File: src/rtl/adc_seq_pkg.sv
package adc_seq_pkg;

    typedef enum logic [1:0] {
        MODE_SCAN  = 2'd0,
        MODE_STEP  = 2'd1,
        MODE_GROUP = 2'd2,
        MODE_LOOP  = 2'd3
    } scan_mode_e;

    typedef enum logic [1:0] {
        EDGE_OFF  = 2'd0,
        EDGE_RISE = 2'd1,
        EDGE_FALL = 2'd2,
        EDGE_BOTH = 2'd3
    } trig_edge_e;

    typedef enum logic {
        ST_IDLE = 1'b0,
        ST_CONV = 1'b1
    } seq_state_e;

    localparam int SMP_SEL_W   = 3;
    localparam int SMP_MAX_CYC = 240;

    // Sample window length in converter clocks (half cycles rounded up).
    function automatic int unsigned smp_cycles(input logic [SMP_SEL_W-1:0] sel);
        case (sel)
            3'd0:    return 2;
            3'd1:    return 8;
            3'd2:    return 14;
            3'd3:    return 29;
            3'd4:    return 42;
            3'd5:    return 56;
            3'd6:    return 72;
            default: return SMP_MAX_CYC;
        endcase
    endfunction

endpackage

File: src/rtl/adc_trig_edge.sv
module adc_trig_edge
    import adc_seq_pkg::*;
(
    input  logic       clk,
    input  logic       rst_n,
    input  logic       trig_in,
    input  logic [1:0] edge_sel,
    output logic       evt
);
    logic trig_q;
    logic rise;
    logic fall;

    always_ff @(posedge clk or negedge rst_n) begin
        if (!rst_n) trig_q <= 1'b0;
        else        trig_q <= trig_in;
    end

    assign rise = trig_in & ~trig_q;
    assign fall = ~trig_in & trig_q;

    always_comb begin
        unique case (trig_edge_e'(edge_sel))
            EDGE_OFF:  evt = 1'b0;
            EDGE_RISE: evt = rise;
            EDGE_FALL: evt = fall;
            EDGE_BOTH: evt = rise | fall;
        endcase
    end
endmodule

File: src/rtl/adc_chan_pick.sv
module adc_chan_pick #(
    parameter int NUM_CH = 19,
    parameter int CW     = $clog2(NUM_CH)
) (
    input  logic [NUM_CH-1:0] mask,
    input  logic [CW-1:0]     start,
    input  logic              start_ok,
    input  logic              down,
    output logic              found,
    output logic [CW-1:0]     ch
);
    // Nearest selected channel at or beyond 'start' in the walk direction.
    always_comb begin
        found = 1'b0;
        ch    = '0;
        if (start_ok) begin
            if (!down) begin
                for (int i = NUM_CH - 1; i >= 0; i--) begin
                    if (mask[i] && (i >= int'(start))) begin
                        found = 1'b1;
                        ch    = CW'(i);
                    end
                end
            end else begin
                for (int i = 0; i < NUM_CH; i++) begin
                    if (mask[i] && (i <= int'(start))) begin
                        found = 1'b1;
                        ch    = CW'(i);
                    end
                end
            end
        end
    end
endmodule

File: src/rtl/adc_conv_stub.sv
module adc_conv_stub
    import adc_seq_pkg::*;
#(
    parameter int NUM_CH   = 19,
    parameter int RES_W    = 12,
    parameter int CONV_CYC = 12,
    parameter int CW       = $clog2(NUM_CH)
) (
    input  logic                 clk,
    input  logic                 rst_n,
    input  logic                 start,
    input  logic                 abort,
    input  logic [CW-1:0]        ch,
    input  logic [SMP_SEL_W-1:0] smp_sel,
    output logic                 busy,
    output logic                 done,
    output logic [RES_W-1:0]     data
);
    localparam int MAX_LAT = SMP_MAX_CYC + CONV_CYC;
    localparam int CNT_W   = $clog2(MAX_LAT + 1);

    logic [CNT_W-1:0] cnt_q;
    logic [CW-1:0]    ch_q;

    always_ff @(posedge clk or negedge rst_n) begin
        if (!rst_n) begin
            busy  <= 1'b0;
            done  <= 1'b0;
            cnt_q <= '0;
            ch_q  <= '0;
            data  <= '0;
        end else begin
            done <= 1'b0;
            if (abort) begin
                busy <= 1'b0;
            end else if (start) begin
                busy  <= 1'b1;
                ch_q  <= ch;
                cnt_q <= CNT_W'(smp_cycles(smp_sel) + CONV_CYC - 1);
            end else if (busy) begin
                if (cnt_q == '0) begin
                    busy <= 1'b0;
                    done <= 1'b1;
                    data <= RES_W'(int'(ch_q) * 97 + 3);
                end else begin
                    cnt_q <= cnt_q - 1'b1;
                end
            end
        end
    end

    AST_START_IDLE: assert property (@(posedge clk) disable iff (!rst_n)
        start |-> !busy);
endmodule

File: src/rtl/adc_seq_ctrl.sv
module adc_seq_ctrl
    import adc_seq_pkg::*;
#(
    parameter int NUM_CH   = 19,
    parameter int RES_W    = 12,
    parameter int CONV_CYC = 12,
    parameter int CW       = $clog2(NUM_CH),
    parameter int GW       = $clog2(NUM_CH + 1)
) (
    input  logic                 clk,
    input  logic                 rst_n,
    input  logic [NUM_CH-1:0]    cfg_chan_mask,
    input  logic                 cfg_scan_down,
    input  logic [1:0]           cfg_mode,
    input  logic [1:0]           cfg_trig_edge,
    input  logic [GW-1:0]        cfg_group_len,
    input  logic [SMP_SEL_W-1:0] cfg_smp_sel,
    input  logic                 trig_in,
    input  logic                 eoc_ie,
    input  logic                 eos_ie,
    input  logic                 eos_clr,
    output logic                 res_valid,
    output logic [CW-1:0]        res_chan,
    output logic [RES_W-1:0]     res_data,
    output logic                 eos_flag,
    output logic                 eoc_irq,
    output logic                 eos_irq,
    output logic                 busy
);
    localparam logic [CW-1:0] TOP_CH = CW'(NUM_CH - 1);

    seq_state_e state, state_nxt;
    scan_mode_e mode;

    logic [NUM_CH-1:0] mask_q;
    logic              dir_q;
    logic              reconf;
    logic [CW-1:0]     ptr, cur_ch, list_start, after_start, nxt_ch, start_ch;
    logic              after_ok;
    logic [GW-1:0]     grp_cnt, grp_next, glen_eff;
    logic              trig_evt, accept, seq_end, keep_going, done_ok, conv_start;
    logic              pend_found, after_found, first_found;
    logic [CW-1:0]     pend_ch, after_ch, first_ch;
    logic              cv_busy, cv_done;
    logic [RES_W-1:0]  cv_data;

    assign mode        = scan_mode_e'(cfg_mode);
    assign reconf      = (cfg_chan_mask != mask_q) || (cfg_scan_down != dir_q);
    assign list_start  = cfg_scan_down ? TOP_CH : '0;
    assign after_start = cfg_scan_down ? cur_ch - 1'b1 : cur_ch + 1'b1;
    assign after_ok    = cfg_scan_down ? (cur_ch != '0) : (cur_ch != TOP_CH);

    adc_trig_edge u_edge (
        .clk      (clk),
        .rst_n    (rst_n),
        .trig_in  (trig_in),
        .edge_sel (cfg_trig_edge),
        .evt      (trig_evt)
    );

    adc_chan_pick #(.NUM_CH(NUM_CH), .CW(CW)) u_pick_pend (
        .mask (cfg_chan_mask), .start (ptr), .start_ok (1'b1),
        .down (cfg_scan_down), .found (pend_found), .ch (pend_ch)
    );

    adc_chan_pick #(.NUM_CH(NUM_CH), .CW(CW)) u_pick_after (
        .mask (cfg_chan_mask), .start (after_start), .start_ok (after_ok),
        .down (cfg_scan_down), .found (after_found), .ch (after_ch)
    );

    adc_chan_pick #(.NUM_CH(NUM_CH), .CW(CW)) u_pick_first (
        .mask (cfg_chan_mask), .start (list_start), .start_ok (1'b1),
        .down (cfg_scan_down), .found (first_found), .ch (first_ch)
    );

    adc_conv_stub #(.NUM_CH(NUM_CH), .RES_W(RES_W), .CONV_CYC(CONV_CYC), .CW(CW)) u_conv (
        .clk     (clk),
        .rst_n   (rst_n),
        .start   (conv_start),
        .abort   (reconf),
        .ch      (start_ch),
        .smp_sel (cfg_smp_sel),
        .busy    (cv_busy),
        .done    (cv_done),
        .data    (cv_data)
    );

    // Sequencing decisions
    assign accept   = (state == ST_IDLE) && trig_evt && pend_found && !reconf;
    assign done_ok  = (state == ST_CONV) && cv_done && !reconf;
    assign seq_end  = !after_found;
    assign nxt_ch   = seq_end ? first_ch : after_ch;
    assign grp_next = grp_cnt + 1'b1;
    assign glen_eff = (cfg_group_len == '0) ? GW'(1) : cfg_group_len;

    always_comb begin
        unique case (mode)
            MODE_SCAN:  keep_going = !seq_end;
            MODE_STEP:  keep_going = 1'b0;
            MODE_GROUP: keep_going = !seq_end && (grp_next < glen_eff);
            MODE_LOOP:  keep_going = first_found;
        endcase
    end

    assign conv_start = accept || (done_ok && keep_going);
    assign start_ch   = accept ? pend_ch : nxt_ch;

    // State register
    always_ff @(posedge clk or negedge rst_n) begin
        if (!rst_n) state <= ST_IDLE;
        else        state <= state_nxt;
    end

    // Transitions: launch, chain, settle, abort
    always_comb begin
        state_nxt = state;
        unique case (state)
            ST_IDLE: if (accept) state_nxt = ST_CONV;
            ST_CONV: begin
                if (reconf)                      state_nxt = ST_IDLE;
                else if (cv_done && !keep_going) state_nxt = ST_IDLE;
            end
        endcase
    end

    // Position, group count and result outputs
    always_ff @(posedge clk or negedge rst_n) begin
        if (!rst_n) begin
            mask_q    <= '0;
            dir_q     <= 1'b0;
            ptr       <= '0;
            cur_ch    <= '0;
            grp_cnt   <= '0;
            res_valid <= 1'b0;
            res_chan  <= '0;
            res_data  <= '0;
            eos_flag  <= 1'b0;
        end else begin
            mask_q    <= cfg_chan_mask;
            dir_q     <= cfg_scan_down;
            res_valid <= done_ok;
            if (reconf) begin
                ptr <= list_start;
            end else if (accept) begin
                cur_ch  <= pend_ch;
                grp_cnt <= '0;
            end else if (done_ok) begin
                ptr <= nxt_ch;
                if (keep_going) begin
                    cur_ch  <= nxt_ch;
                    grp_cnt <= grp_next;
                end
            end
            if (done_ok) begin
                res_chan <= cur_ch;
                res_data <= cv_data;
            end
            if (done_ok && seq_end) eos_flag <= 1'b1;
            else if (eos_clr)       eos_flag <= 1'b0;
        end
    end

    assign eoc_irq = res_valid & eoc_ie;
    assign eos_irq = eos_flag & eos_ie;
    assign busy    = (state == ST_CONV);

    AST_RES_SELECTED: assert property (@(posedge clk) disable iff (!rst_n)
        (res_valid && !reconf) |-> cfg_chan_mask[res_chan]);
    AST_EMPTY_QUIET: assert property (@(posedge clk) disable iff (!rst_n)
        (cfg_chan_mask == '0) |=> !res_valid);
    AST_EOS_CLEAR: assert property (@(posedge clk) disable iff (!rst_n)
        eos_clr |=> (!eos_flag || res_valid));
    AST_RES_SPACED: assert property (@(posedge clk) disable iff (!rst_n)
        res_valid |=> !res_valid);
    AST_ABORT_IDLE: assert property (@(posedge clk) disable iff (!rst_n)
        (busy && reconf) |=> !busy);
endmodule

File: config.mk
export PLATFORM = sky130hd
export DESIGN_NAME = adc_seq_ctrl
export DESIGN_NICKNAME = d
export VERILOG_FILES = /design/src/rtl/adc_seq_pkg.sv /design/src/rtl/adc_trig_edge.sv /design/src/rtl/adc_chan_pick.sv /design/src/rtl/adc_conv_stub.sv /design/src/rtl/adc_seq_ctrl.sv
export SDC_FILE = /design/constraint.sdc
export NUM_CORES = 1
export LEC_CHECK = 0
export BUFFER_PORTS_ARGS = -buffer_cell sky130_fd_sc_hd__buf_2
export CAP_MARGIN = 20
export CORE_MARGIN = 5
export CORE_UTILIZATION = 32
export DETAILED_ROUTE_END_ITERATION = 10
export GPL_TIMING_DRIVEN = 0
export MAX_ROUTING_LAYER = met4
export SLEW_MARGIN = 20
export SYNTH_ARGS = -nofsm -noshare
export SYNTH_HDL_FRONTEND = slang
export SYNTH_SLANG_ARGS = --single-unit
File: constraint.sdc
create_clock -name clk -period 4 [get_ports clk]
set_input_delay 0.4 -clock clk [delete_from_list [all_inputs] [get_ports clk]]
set_output_delay 0.4 -clock clk [all_outputs]
set_load 0.01 [all_outputs]
; Yosys cells after proc, flatten, opt, wreduce, memory -nomap -nowiden
; Index checks and enable logic that the tools add are counted.
[word_totals]
reg_bits = 83
in_bits = 38
output_inout_bits = 22
word_cells = 572
[classes]
add_sub_neg = 7
multipliers = 1
order_cmp = 112
eq_ne = 17
n_mux = 268
bitwise = 10
n_reduce_logical = 141
[op_table]
columns = cell, n
row1 = $mux 5, 84
row2 = $mux 1, 133
row3 = $ge 4x5->1 const A, 24
row4 = $le 4x5->1 const A, 24
row5 = $logic_and 1x1->1, 120
row6 = $mux 4, 24
row7 = $ge 3x5->1 const A, 12
row8 = $le 3x5->1 const A, 12
row9 = $pmux 8 s7, 1
row10 = $ge 5x5->1 const A, 9
row11 = $le 5x5->1 const A, 9
row12 = $mux 8, 5
row13 = $mux 3, 12
row14 = $ge 1x5->1 const A, 6
row15 = $ge 2x5->1 const A, 6
row16 = $le 2x5->1 const A, 6
row17 = $ne 19x19->1, 1
row18 = $sub 8x1->8 const B, 2
row19 = $le 1x5->1 const A, 3
row20 = $add 12x3->12 const B, 1
row21 = $mul 5x7->12 const B, 1
row22 = $mux 2, 6
row23 = $add 5x1->5 const B, 2
row24 = $reduce_bool 2->1, 5
row25 = 26 further kinds, 48

; Depth between registers and ports, before layout
; Gate-level depths: netlist of run 1.
[depth]
ltp_word = 34
ltp_mapped = 16
ltp_nobuf = 13

; By module
; Synthesis of run 1 repeated with hierarchy kept, for this count alone.
[hier_totals]
hier_cells = 945
hier_area_um2 = 7643.6
[by_module_without_submodules]
columns = mod, n_inst, cells_each, area_per_inst_um2, seq_area_each_um2
row1 = adc_chan_pick, 3, 177, 1053.5, 0.0
row2 = adc_seq_ctrl, 1, 226, 2686.3, 1376.3
row3 = adc_conv_stub, 1, 178, 1712.9, 675.6
row4 = adc_trig_edge, 1, 10, 83.8, 25.0

; Worst setup path after synthesis of run 1
; Ideal clock, no wire load.
[synth_timing]
path_kind = reg-to-reg
startpoint = register cur_ch[0]
endpoint = register u_conv.data[10]
setup_ns = 0.125
arrival_time_ns = 3.858
path_slack_ns = 0.017
stages_incl_launch_ff = 15
path_buffers = 3
synth_period_minus_slack_ns = 3.983
cell_sequence = dfrtp_1 > fa_1 > nor2b_1 > or3_1 > a21o_1 > a31o_1 > a31o_1 > or4_1 > buf_2 > a41o_1 > nor2_2 > and4_1 > buf_4 > buf_8 > mux2_4
[synth_between]
elab_chain_len = 31
elab_cells_between_ends = 125
[synth_rtl]
columns = element, line
row1 = "start, declared", adc_seq_ctrl.sv:38  ; logic [CW-1:0] ptr, cur_ch, list_start, after_start, nxt_ch, start_ch;
row2 = "start signal, assigned", adc_seq_ctrl.sv:145  ; cur_ch <= pend_ch;
row3 = "start signal, assigned", adc_seq_ctrl.sv:150  ; cur_ch <= nxt_ch;
row4 = $add 5x1->5 or $sub 5x1->5 (tied branches), adc_seq_ctrl.sv:50  ; assign after_start = cfg_scan_down ? cur_ch - 1'b1 : cur_ch + 1'b1;
row5 = $mux 5, adc_seq_ctrl.sv:50
row6 = $ge 5x5->1, adc_chan_pick.sv:19  ; if (mask[i] && (i >= int'(start))) begin
row7 = $logic_and 1x1->1, adc_chan_pick.sv:19
row8 = $mux 1 (19 in a row), adc_chan_pick.sv:19
row9 = $mux 1, adc_chan_pick.sv:17  ; if (!down) begin
row10 = $mux 1 (*), adc_chan_pick.sv:16  ; if (start_ok) begin
row11 = $logic_and 1x1->1, adc_seq_ctrl.sv:100  ; MODE_GROUP: keep_going = !seq_end && (grp_next < glen_eff);
row12 = $pmux 1 s4 (*), adc_seq_ctrl.sv:97  ; unique case (mode)
row13 = $logic_and 1x1->1 (*), adc_seq_ctrl.sv:105  ; assign conv_start = accept || (done_ok && keep_going);
row14 = $logic_or 1x1->1 (*), adc_seq_ctrl.sv:105
row15 = $not 1->1 (no line) (*), --
row16 = $reduce_and 4->1 (no line) (*), --
row17 = "end signal, assigned", adc_conv_stub.sv:44  ; data <= RES_W'(int'(ch_q) * 97 + 3);
row18 = "end, declared", adc_conv_stub.sv:17  ; output logic [RES_W-1:0] data
; Every way passes the cells marked *; elsewhere a longest branch is shown, timed or not.
; A chain may end at the register's enable or synchronous reset.

; Worst setup path in the final report of run 1
[layout_timing]
startpoint = register cur_ch[1]
endpoint = register u_conv.data[10]
; The elaborated chain is that of the path after synthesis.

==> summary.md, run 1 <==
| Metric | Value |
|---|---|
| Outcome | finished with violations |
| Violations in the final reports | setup timing |
| First drt pass iteration count | 7 |
| Total I/O pin count | 60 |
| Global-route total usage across every layer | 18.7% |
| Post-DR vias/cell | about 5.8 |
| Number of sinks on the clock net | 83 |
| Area of the die | around 24000 um2 |
| Maximum number of pins on one net before global-route repair | 50 |
| Vias in the first global route | approximately 6700 |
| Period utilisation layout | 101% |
| Combinational group share of total power | 22.1% |
| Routability congestion estimate from global placement | between 1 and 1.5 |
| Hold/Removal Path Class | in2async |
| Startpoint kind of the worst setup timing path | flip-flop |
| Final-report hold violation count | 0 |
| Drt drc | 0 |
| Count of antenna-violating nets left after detailed routing | 0 |
| Cell-internal power | between 1.5 and 2 mW |
| Top flip-flop cell by instance count after synthesis | sky130_fd_sc_hd__dfrtp_1 |
| Overall overflow remaining after global route | 0 |
| Rel. slew slack | about 43% |
| Worst-path cell with the longest stage delay | sky130_fd_sc_hd__fa_2 |
| N_diodes | 0 |
| Portion of total power attributed to the clock network | 39.2% |
| Final #Nets | roughly 1000 |
| Average size of a mapped cell | around 8.1 um2 |
| Setup CP Type | reg2reg |
| Number of different library cells in the post-synthesis netlist | 85 |
| Slew Limit Fails | 0 |
| CP delay by family, top | compound AO/OA/AOI/OAI gates |
| Slack of the worst reg-to-reg path | -40 ps |
| Height of the chip | between 150 and 200 um |
| P_sw | 682 uW |
| Total power draw | approximately 2.2 mW |
| HPWL after detailed placement | about 16 mm |
| Sw Share | between 30% and 40% |
| Synth-to-Final Area Change | 20.4% |
| Required time reported for the critical path endpoint | 4230 ps |
| Number of instances in the synthesized netlist | between 800 and 900 |
| I/O Buffers | 59 |
| Capture instance of the worst register-to-register path | u_conv.data[10]$_DFFE_PN0P_ |
| Highest-count cells in the layout ignoring fill and taps | 85 x sky130_fd_sc_hd__nand2_1, 81 x sky130_fd_sc_hd__dfrtp_1, 62 x sky130_fd_sc_hd__o21ai_0, 60 x sky130_fd_sc_hd__buf_2, 59 x sky130_fd_sc_hd__nor2_1 |
| Layout cell share with drive strength beyond 1 | 19.5% |
| Critical path, cell by cell | fa_2, or3b_4, o41ai_4, nand4_1, o31a_1, o31a_1, a41o_1, nor2_4, and4_1, buf_6, buf_12, mux2_4 |
| Crit path arrival time | between 4000 and 5000 ps |
| Max Root-Sink Buffers | 2 |
| Post-synth ARST share | between 90% and 100% |
| Post-synthesis register bit count | 83 |
| Part of the total power dissipated in sequential elements | between 30% and 40% |
| Worst setup EP type | flip-flop |
| Final setup violating endpoints | 6 |
| Max Cap Violations | 0 |
| Die extent in x | around 160 um |
| Detailed-route wire length | roughly 22 mm |
| Power Density | between 200 and 300 nW/um2 |
| Leakage power figure | approximately 3.7 nW |
| Worst Reg2Reg Path Length in Cells | 12 |
| Number of antenna violations at the first check in global routing | 0 |
| Number of flops mapped to enable cells by yosys | 0 |
| Slew at the pin with the worst max-slew slack | about 840 ps |
| Final routed wire length divided by cell count | roughly 18 um |
| Leading cell type in the layout, fill and taps excluded | sky130_fd_sc_hd__nand2_1 |
| Number of vias after detailed routing | approximately 7000 |
| Cell mode on critical path | sky130_fd_sc_hd__o31a_1 |
| Skew-Pair Late Insertion Delay | around 360 ps |
| Clock Root Buffer | sky130_fd_sc_hd__clkbuf_16 |
| Worst supply voltage drop on vdd | 224 uV |
| Launch instance of the worst register-to-register path | cur_ch[1]$_DFFE_PN0P_ |
| Seq/Total Area, Yosys | roughly 30% |
| Max Fclk | 248 MHz |
| Unrepaired setup endpoints after global routing | true |
| Final Instance Area | roughly 8200 um2 |
| Mapped Area | a little under 7000 um2 |
| DRC marker count from the first detailed-route iteration | a little over 900 |
| H-Tree Depth | 3 |
| Peak per-stage delay on the critical path | 580 ps |
| Global-route wire length before repair | about 36 mm |
| Seq. cell area | approximately 2100 um2 |
| Initial core utilization | between 30% and 40% |
| TritonCTS clock tree | yes |
| Number of buffers added to fix hold violations after cts | 0 |
| Number of fill cells in the layout | approximately 2100 |
| Clock transition at the registers of the reported paths | roughly 70 ps |
| Final worst-path setup slack | -35.3 ps |
| Hold WS | about 70 ps |
| Standard-cell row count | 53 |
| Period minus WS final | approximately 4000 ps |
| Number of buffers inserted during clock tree synthesis | 9 |
| Core outline area | around 21000 um2 |
| Area of the multi-input gates | between 4000 and 5000 um2 |
| Highest net fanout along the worst path | 7 |
| Number of buffers and inverters on the critical path | 2 |
| Post-Place Worst Slack | -708 ps |
| Ys Warns | 0 |
| Net count after synthesis | around 910 |
| DP Area | between 7000 and 8000 um2 |
| Worst-case clock skew | about 10 ps |
[state kept, by name, indices dropped and copies added (netlist names), 5 cells and up]
name,cells
grp_cnt,5
u_conv.ch_q,5
res_data,12
ptr,5
u_conv.cnt_q,8
cur_ch,5
mask_q,19
res_chan,5
u_conv.data,12
[synthesized netlist by cell type, types with 4 or more instances]
cell type	number	area [um2]
sky130_fd_sc_hd__nand2_1	85	319
sky130_fd_sc_hd__dfrtp_1	83	2080
sky130_fd_sc_hd__o21ai_0	66	330
sky130_fd_sc_hd__nor2_1	59	221
sky130_fd_sc_hd__a21oi_1	54	270
sky130_fd_sc_hd__inv_1	46	173
sky130_fd_sc_hd__clkbuf_1	42	158
sky130_fd_sc_hd__ha_1	27	338
sky130_fd_sc_hd__nand3_1	26	130
sky130_fd_sc_hd__nor3_1	24	120
sky130_fd_sc_hd__xnor2_1	24	210
sky130_fd_sc_hd__xor2_1	22	193
sky130_fd_sc_hd__mux2_2	21	236
sky130_fd_sc_hd__a31oi_1	15	93.8
sky130_fd_sc_hd__and2_1	12	75.1
sky130_fd_sc_hd__nor4_1	12	75.1
sky130_fd_sc_hd__nor2b_1	11	68.8
sky130_fd_sc_hd__o211ai_1	11	82.6
sky130_fd_sc_hd__o22ai_1	10	62.6
sky130_fd_sc_hd__a21o_1	9	67.6
sky130_fd_sc_hd__and3_1	9	56.3
sky130_fd_sc_hd__nand2b_1	9	56.3
sky130_fd_sc_hd__o21a_1	9	67.6
sky130_fd_sc_hd__a211oi_1	8	60.1
sky130_fd_sc_hd__o31ai_1	7	52.6
sky130_fd_sc_hd__or3_1	7	43.8
sky130_fd_sc_hd__mux2_4	6	90.1
sky130_fd_sc_hd__nand4_1	6	37.5
sky130_fd_sc_hd__mux2i_1	5	50.1
sky130_fd_sc_hd__o31a_1	5	43.8
sky130_fd_sc_hd__or2_2	5	31.3
sky130_fd_sc_hd__a211o_1	4	35.0
sky130_fd_sc_hd__a22oi_1	4	30.0
sky130_fd_sc_hd__a32oi_1	4	35.0
sky130_fd_sc_hd__buf_6	4	45.0
sky130_fd_sc_hd__nand3b_1	4	30.0
sky130_fd_sc_hd__o32ai_1	4	35.0
[timing repair]
item / CTS / global route
endpoints found under the setup margin: 39 / 42
gates resized for setup: 35 / 24
cloned: 0 / 1
pin swaps: 11 / 15
buffers inserted: 10 / 14
endpoints found under the hold margin: 0 / 0
[area by class of cell]
class                           count  share of cell area, %
Buffer                             50                   3.15
Clock buffer                       13                   3.05
Clock inverter                      3                  0.564
Inverter                           47                   2.15
Multi-Input combinational cell    654                   55.1
Sequential cell                    83                   25.3
Tap cell                          275                   4.19
Timing Repair Buffer               85                   6.46
[kinds of logic (layout without fill, tap and decap cells)]
kind of cell,after synthesis,after routing,share of synthesized area [%]
and+or+nand+nor,287,287,20.6
AOI/OAI and AO/OA,259,259,25.5
buffers and inverters,101,198,6.28
DFF,83,83,30.5
xor gates and xnor gates,47,47,6.15
muxes,32,32,5.52
adders and majority gates,29,29,5.54
[power by group through the flow]
stage / sequential (mW) / combinational [mW] / clock, mW
after detailed placement: 0.872 / 0.433 / 0
after CTS: 0.857 / 0.453 / 0.880
after global placement: 0.872 / 0.431 / 0
final: 0.856 / 0.488 / 0.867
after global routing: 0.857 / 0.528 / 0.916
after floorplan: 0.872 / 0.284 / 0
[per-layer routing]
layer / vias up / global-route usage, % / routed length [um]
met2: 355 / 27.2 / 9670
met4: 0 / 8.25 / 1050
met3: 93 / 3.58 / 1730
li1: 3227 / - / -
met5: - / - / 0
met1: 3319 / 25.2 / 9800
[metrics by stage]
step | TNS [ps] | cells | utilization [%]
floorplan | 0 | 838 | -
global placement | -21930 | 1172 | 35.5
detailed placement | -21610 | 1173 | 35.6
CTS | -661 | 1197 | 38.1
global route | -857 | 1210 | 39.1
finish | -168 | 1210 | 39.1
[worst max-delay path by stage]
| stage | cells past startpoint | startpoint | end | slack (ps) |
|---|---|---|---|---|
| final | 12 | cur_ch[1]$_DFFE_PN0P_ | u_conv.data[10]$_DFFE_PN0P_ | -40 |
| after global routing | 12 | cur_ch[1]$_DFFE_PN0P_ | u_conv.data[10]$_DFFE_PN0P_ | -100 |
| after CTS | 14 | cur_ch[1]$_DFFE_PN0P_ | u_conv.data[10]$_DFFE_PN0P_ | -100 |
| after detailed placement | 15 | cfg_scan_down | u_conv.data[10]$_DFFE_PN0P_ | -710 |
| after global placement | 15 | cfg_scan_down | u_conv.data[10]$_DFFE_PN0P_ | -740 |
| after floorplan | 14 | cur_ch[0]$_DFFE_PN0P_ | u_conv.data[10]$_DFFE_PN0P_ | 20 |
Power figures use the tool's default switching activity.
==> run 2: changes to the inputs <==
Settings changed: BUFFER_PORTS_ARGS -buffer_cell sky130_fd_sc_hd__buf_2 to -buffer_cell sky130_fd_sc_hd__clkbuf_2.
==> run 2 against run 1 <==
Against the previous run:
- the run still ends with setup timing left
- sequential power is essentially flat
- critical path depth grew 8
- clock power down 9.0%
- setup slack got worse by 6.7 ps
- die area stayed put
- count of clock-buffer cells in the layout down 3
- design area rose by 2.5%
- critical path type unchanged
- largest cell class unchanged
- largest power group is now sequential cells
==> summary.md, run 2 (synthesis gave the netlist of run 1 again) <==
| Metric | Value |
|---|---|
| Slew at the pin with the worst max-slew slack | 722 ps (was 837 ps) |
| Final #Nets | 1013 (was 997) |
| First drt pass iteration count | 6 (was 7) |
| Number of buffers inserted during clock tree synthesis | 9 (unchanged) |
| Synth-to-Final Area Change | 23.4% (was 20.4%) |
| Number of sinks on the clock net | 83 (unchanged) |
| Number of flip-flops in the largest register | 19 (unchanged) |
| Final cell utilization of the core | 40.0% (was 39.1%) |
| Number of buffers and inverters on the critical path | 10 (was 2) |
| Post-DR vias/cell | 5.73 (was 5.78) |
| Global-route total usage across every layer | 18.5% (was 18.7%) |
| Hold/Removal Path Class | in2async (unchanged) |
| HPWL after detailed placement | 16.1 mm (was 16.4 mm) |
| Highest net fanout along the worst path | 6 (was 7) |
| Max Fclk | 247 MHz (was 248 MHz) |
| Worst-path cell with the longest stage delay | sky130_fd_sc_hd__fa_2 (unchanged) |
| Layout cell share with drive strength beyond 1 | 22.0% (was 19.5%) |
| Detailed-route wire length | 22.4 mm (was 22.3 mm) |
| Standard-cell row count | 53 (unchanged) |
| Highest-count cells in the layout ignoring fill and taps | 85 x sky130_fd_sc_hd__nand2_1, 81 x sky130_fd_sc_hd__dfrtp_1, 59 x sky130_fd_sc_hd__o21ai_0, 58 x sky130_fd_sc_hd__clkbuf_2, 57 x sky130_fd_sc_hd__nor2_1 (was 85 x sky130_fd_sc_hd__nand2_1, 81 x sky130_fd_sc_hd__dfrtp_1, 62 x sky130_fd_sc_hd__o21ai_0, 60 x sky130_fd_sc_hd__buf_2, 59 x sky130_fd_sc_hd__nor2_1) |
| Total I/O pin count | 60 (unchanged) |
| Startpoint kind of the worst setup timing path | flip-flop (unchanged) |
| Final-report hold violation count | 0 (unchanged) |
| Required time reported for the critical path endpoint | 4230 ps (about the same) |
| CP delay by family, top | buffers and inverters (was compound AO/OA/AOI/OAI gates) |
| Slew Limit Fails | 0 (unchanged) |
| Rel. slew slack | 51.8% (was 42.8%) |
| Maximum number of pins on one net before global-route repair | 84 (was 50) |
| Die extent in x | 156 um (unchanged) |
| Critical path, cell by cell | fa_2, xor2_4, buf_4, o21ai_1, nor3_1, o211ai_1, nand4b_1, buf_4, buf_4, buf_4, buf_4, buf_4, buf_4, buf_4, buf_4, buf_4, a32o_2, mux2i_2, a211o_1, o21ai_1 (was fa_2, or3b_4, o41ai_4, nand4_1, o31a_1, o31a_1, a41o_1, nor2_4, and4_1, buf_6, buf_12, mux2_4) |
| Period minus WS final | 4040 ps (about the same) |
| Height of the chip | 156 um (unchanged) |
| Final Instance Area | 8420 um2 (was 8210 um2) |
| Max Cap Violations | 0 (unchanged) |
| Final worst-path setup slack | -42.0 ps (was -35.3 ps) |
| Worst setup EP type | flip-flop (unchanged) |
| Skew-Pair Late Insertion Delay | 350 ps (was 360 ps) |
| Worst supply voltage drop on vdd | 201 uV (was 224 uV) |
| Overall overflow remaining after global route | 0 (unchanged) |
| Setup CP Type | reg2reg (unchanged) |
| Area of the die | 24300 um2 (unchanged) |
| Count of antenna-violating nets left after detailed routing | 0 (unchanged) |
| DP Area | 7470 um2 (was 7480 um2) |
| TritonCTS clock tree | yes (unchanged) |
| H-Tree Depth | 3 (unchanged) |
| Total negative slack for setup checks | -165 ps (was -168 ps) |
| Violations in the final reports | setup timing (unchanged) |
| Outcome | finished with violations (unchanged) |
| Max Root-Sink Buffers | 2 (unchanged) |
| Global-route wire length before repair | 35.2 mm (was 35.5 mm) |
| Number of antenna violations at the first check in global routing | 0 (unchanged) |
| Final setup violating endpoints | 10 (was 6) |
| Worst-case clock skew | 8.13 ps (was 10.2 ps) |
| Power Density | 257 nW/um2 (was 269 nW/um2) |
| Clock Root Buffer | sky130_fd_sc_hd__clkbuf_16 (unchanged) |
| Leakage power figure | 3.74 nW (was 3.67 nW) |
| I/O Buffers | 59 (unchanged) |
| Cell mode on critical path | sky130_fd_sc_hd__buf_4 (was sky130_fd_sc_hd__o31a_1) |
| Crit path arrival time | 4270 ps (about the same) |
| DRC marker count from the first detailed-route iteration | 982 (was 921) |
| Number of vias after detailed routing | 7015 (was 6994) |
| Registers with the most flip-flops | mask_q (19), res_data (12), u_conv.data (12) (unchanged) |
| Routability congestion estimate from global placement | 1.02 (was 1.04) |
| Leading cell type in the layout, fill and taps excluded | sky130_fd_sc_hd__nand2_1 (unchanged) |
| Unrepaired setup endpoints after global routing | true (unchanged) |
| Initial core utilization | 32.4% (unchanged) |
| Clock transition at the registers of the reported paths | 70 ps (about the same) |
| Core outline area | 21000 um2 (unchanged) |
| Peak per-stage delay on the critical path | 490 ps (was 580 ps) |
| Drt drc | 0 (unchanged) |
| Largest register by flop count | mask_q (unchanged) |
| Vias in the first global route | 6635 (was 6654) |
| Period utilisation layout | 101% (about the same) |
| N_diodes | 0 (unchanged) |
| Final routed wire length divided by cell count | 18.3 um (was 18.4 um) |
run 2: cell count changes in the layout (fill, tap and decap cells not counted), moves of 3 or more:
cell	before	now
sky130_fd_sc_hd__buf_4	25	38
sky130_fd_sc_hd__o21ai_0	62	59
sky130_fd_sc_hd__buf_6	7	11
sky130_fd_sc_hd__mux2_4	6	9
sky130_fd_sc_hd__clkbuf_2	0	58
sky130_fd_sc_hd__buf_2	60	0
sky130_fd_sc_hd__mux2_2	21	18
run 2: layout make-up:
class	instances	area, um2
repair buffers	99	636
clock inverters	5	37.5
flip-flops and latches	83	2080
inverters	47	176
fillers	2068	12600
well taps	275	344
plain buffers	52	287
multi-input cells	654	4620
clock buffers	10	239
run 2: repair_timing:
item                       CTS  global route
setup endpoints to repair   39            35
resized for setup           47            37
cloned                       1             0
buffers inserted            26            13
hold endpoints to repair     0             0
pin swaps                   16            16
hold buffers                 0             0
run 2: layer usage:
layer  share of wire, %  global-route usage (%)  vias to the layer above
met1                 43                    25.2                     3290
li1                   -                       -                     3267
met3                8.2                    2.39                       70
met4                4.4                    8.42                        0
met5                  0                       -                        -
met2                 44                    27.3                      388
run 2: worst reg2reg max path, cell delays in order, from the launching register on:
cell and delay, ps:
sky130_fd_sc_hd__dfrtp_2 450, sky130_fd_sc_hd__fa_2 490, sky130_fd_sc_hd__xor2_4 240, sky130_fd_sc_hd__buf_4 160
sky130_fd_sc_hd__o21ai_1 160, sky130_fd_sc_hd__nor3_1 100, sky130_fd_sc_hd__o211ai_1 300, sky130_fd_sc_hd__nand4b_1 170
sky130_fd_sc_hd__buf_4 160, sky130_fd_sc_hd__buf_4 120, sky130_fd_sc_hd__buf_4 120, sky130_fd_sc_hd__buf_4 120
sky130_fd_sc_hd__buf_4 120, sky130_fd_sc_hd__buf_4 120, sky130_fd_sc_hd__buf_4 120, sky130_fd_sc_hd__buf_4 120
sky130_fd_sc_hd__buf_4 120, sky130_fd_sc_hd__a32o_2 240, sky130_fd_sc_hd__mux2i_2 200, sky130_fd_sc_hd__a211o_1 220
sky130_fd_sc_hd__o21ai_1 80
run 2: path summary, 6_finish.rpt:
kind                       slack (ps)  cells past startpoint                    endpoint                     from
setup / recovery                  -40                     20  u_conv.ch_q[3]$_DFFE_PN0P_    cur_ch[0]$_DFFE_PN0P_
hold / removal                     80                      1         mask_q[2]$_DFF_PN0_                    rst_n
setup reg to reg                  -40                     20  u_conv.ch_q[3]$_DFFE_PN0P_    cur_ch[0]$_DFFE_PN0P_
hold reg to reg                   510                      1     res_data[6]$_DFFE_PN0P_  res_data[6]$_DFFE_PN0P_
max in group asynchronous        3410                      1       cur_ch[1]$_DFFE_PN0P_                    rst_n
min in group clk                  170                      1         mask_q[9]$_DFF_PN0_         cfg_chan_mask[9]
run 2: report_power, final:
group	internal, mW	switching [mW]
logic	0.196	0.325
clock network	0.436	0.353
registers	0.851	0.00529
total	1.48	0.683
run 2: metrics by stage:
step           hold slack [ps]  instances  setup WS, ps  power (mW)
2_1_floorplan              104        838          17.0        1.16
3_3_place_gp               489       1172          -787        1.30
3_5_place_dp               492       1172          -783        1.30
4_1_cts                    127       1212         -50.5        2.14
5_1_grt                    166       1225          -102        2.26
6_report                  84.4       1225         -42.0        2.17
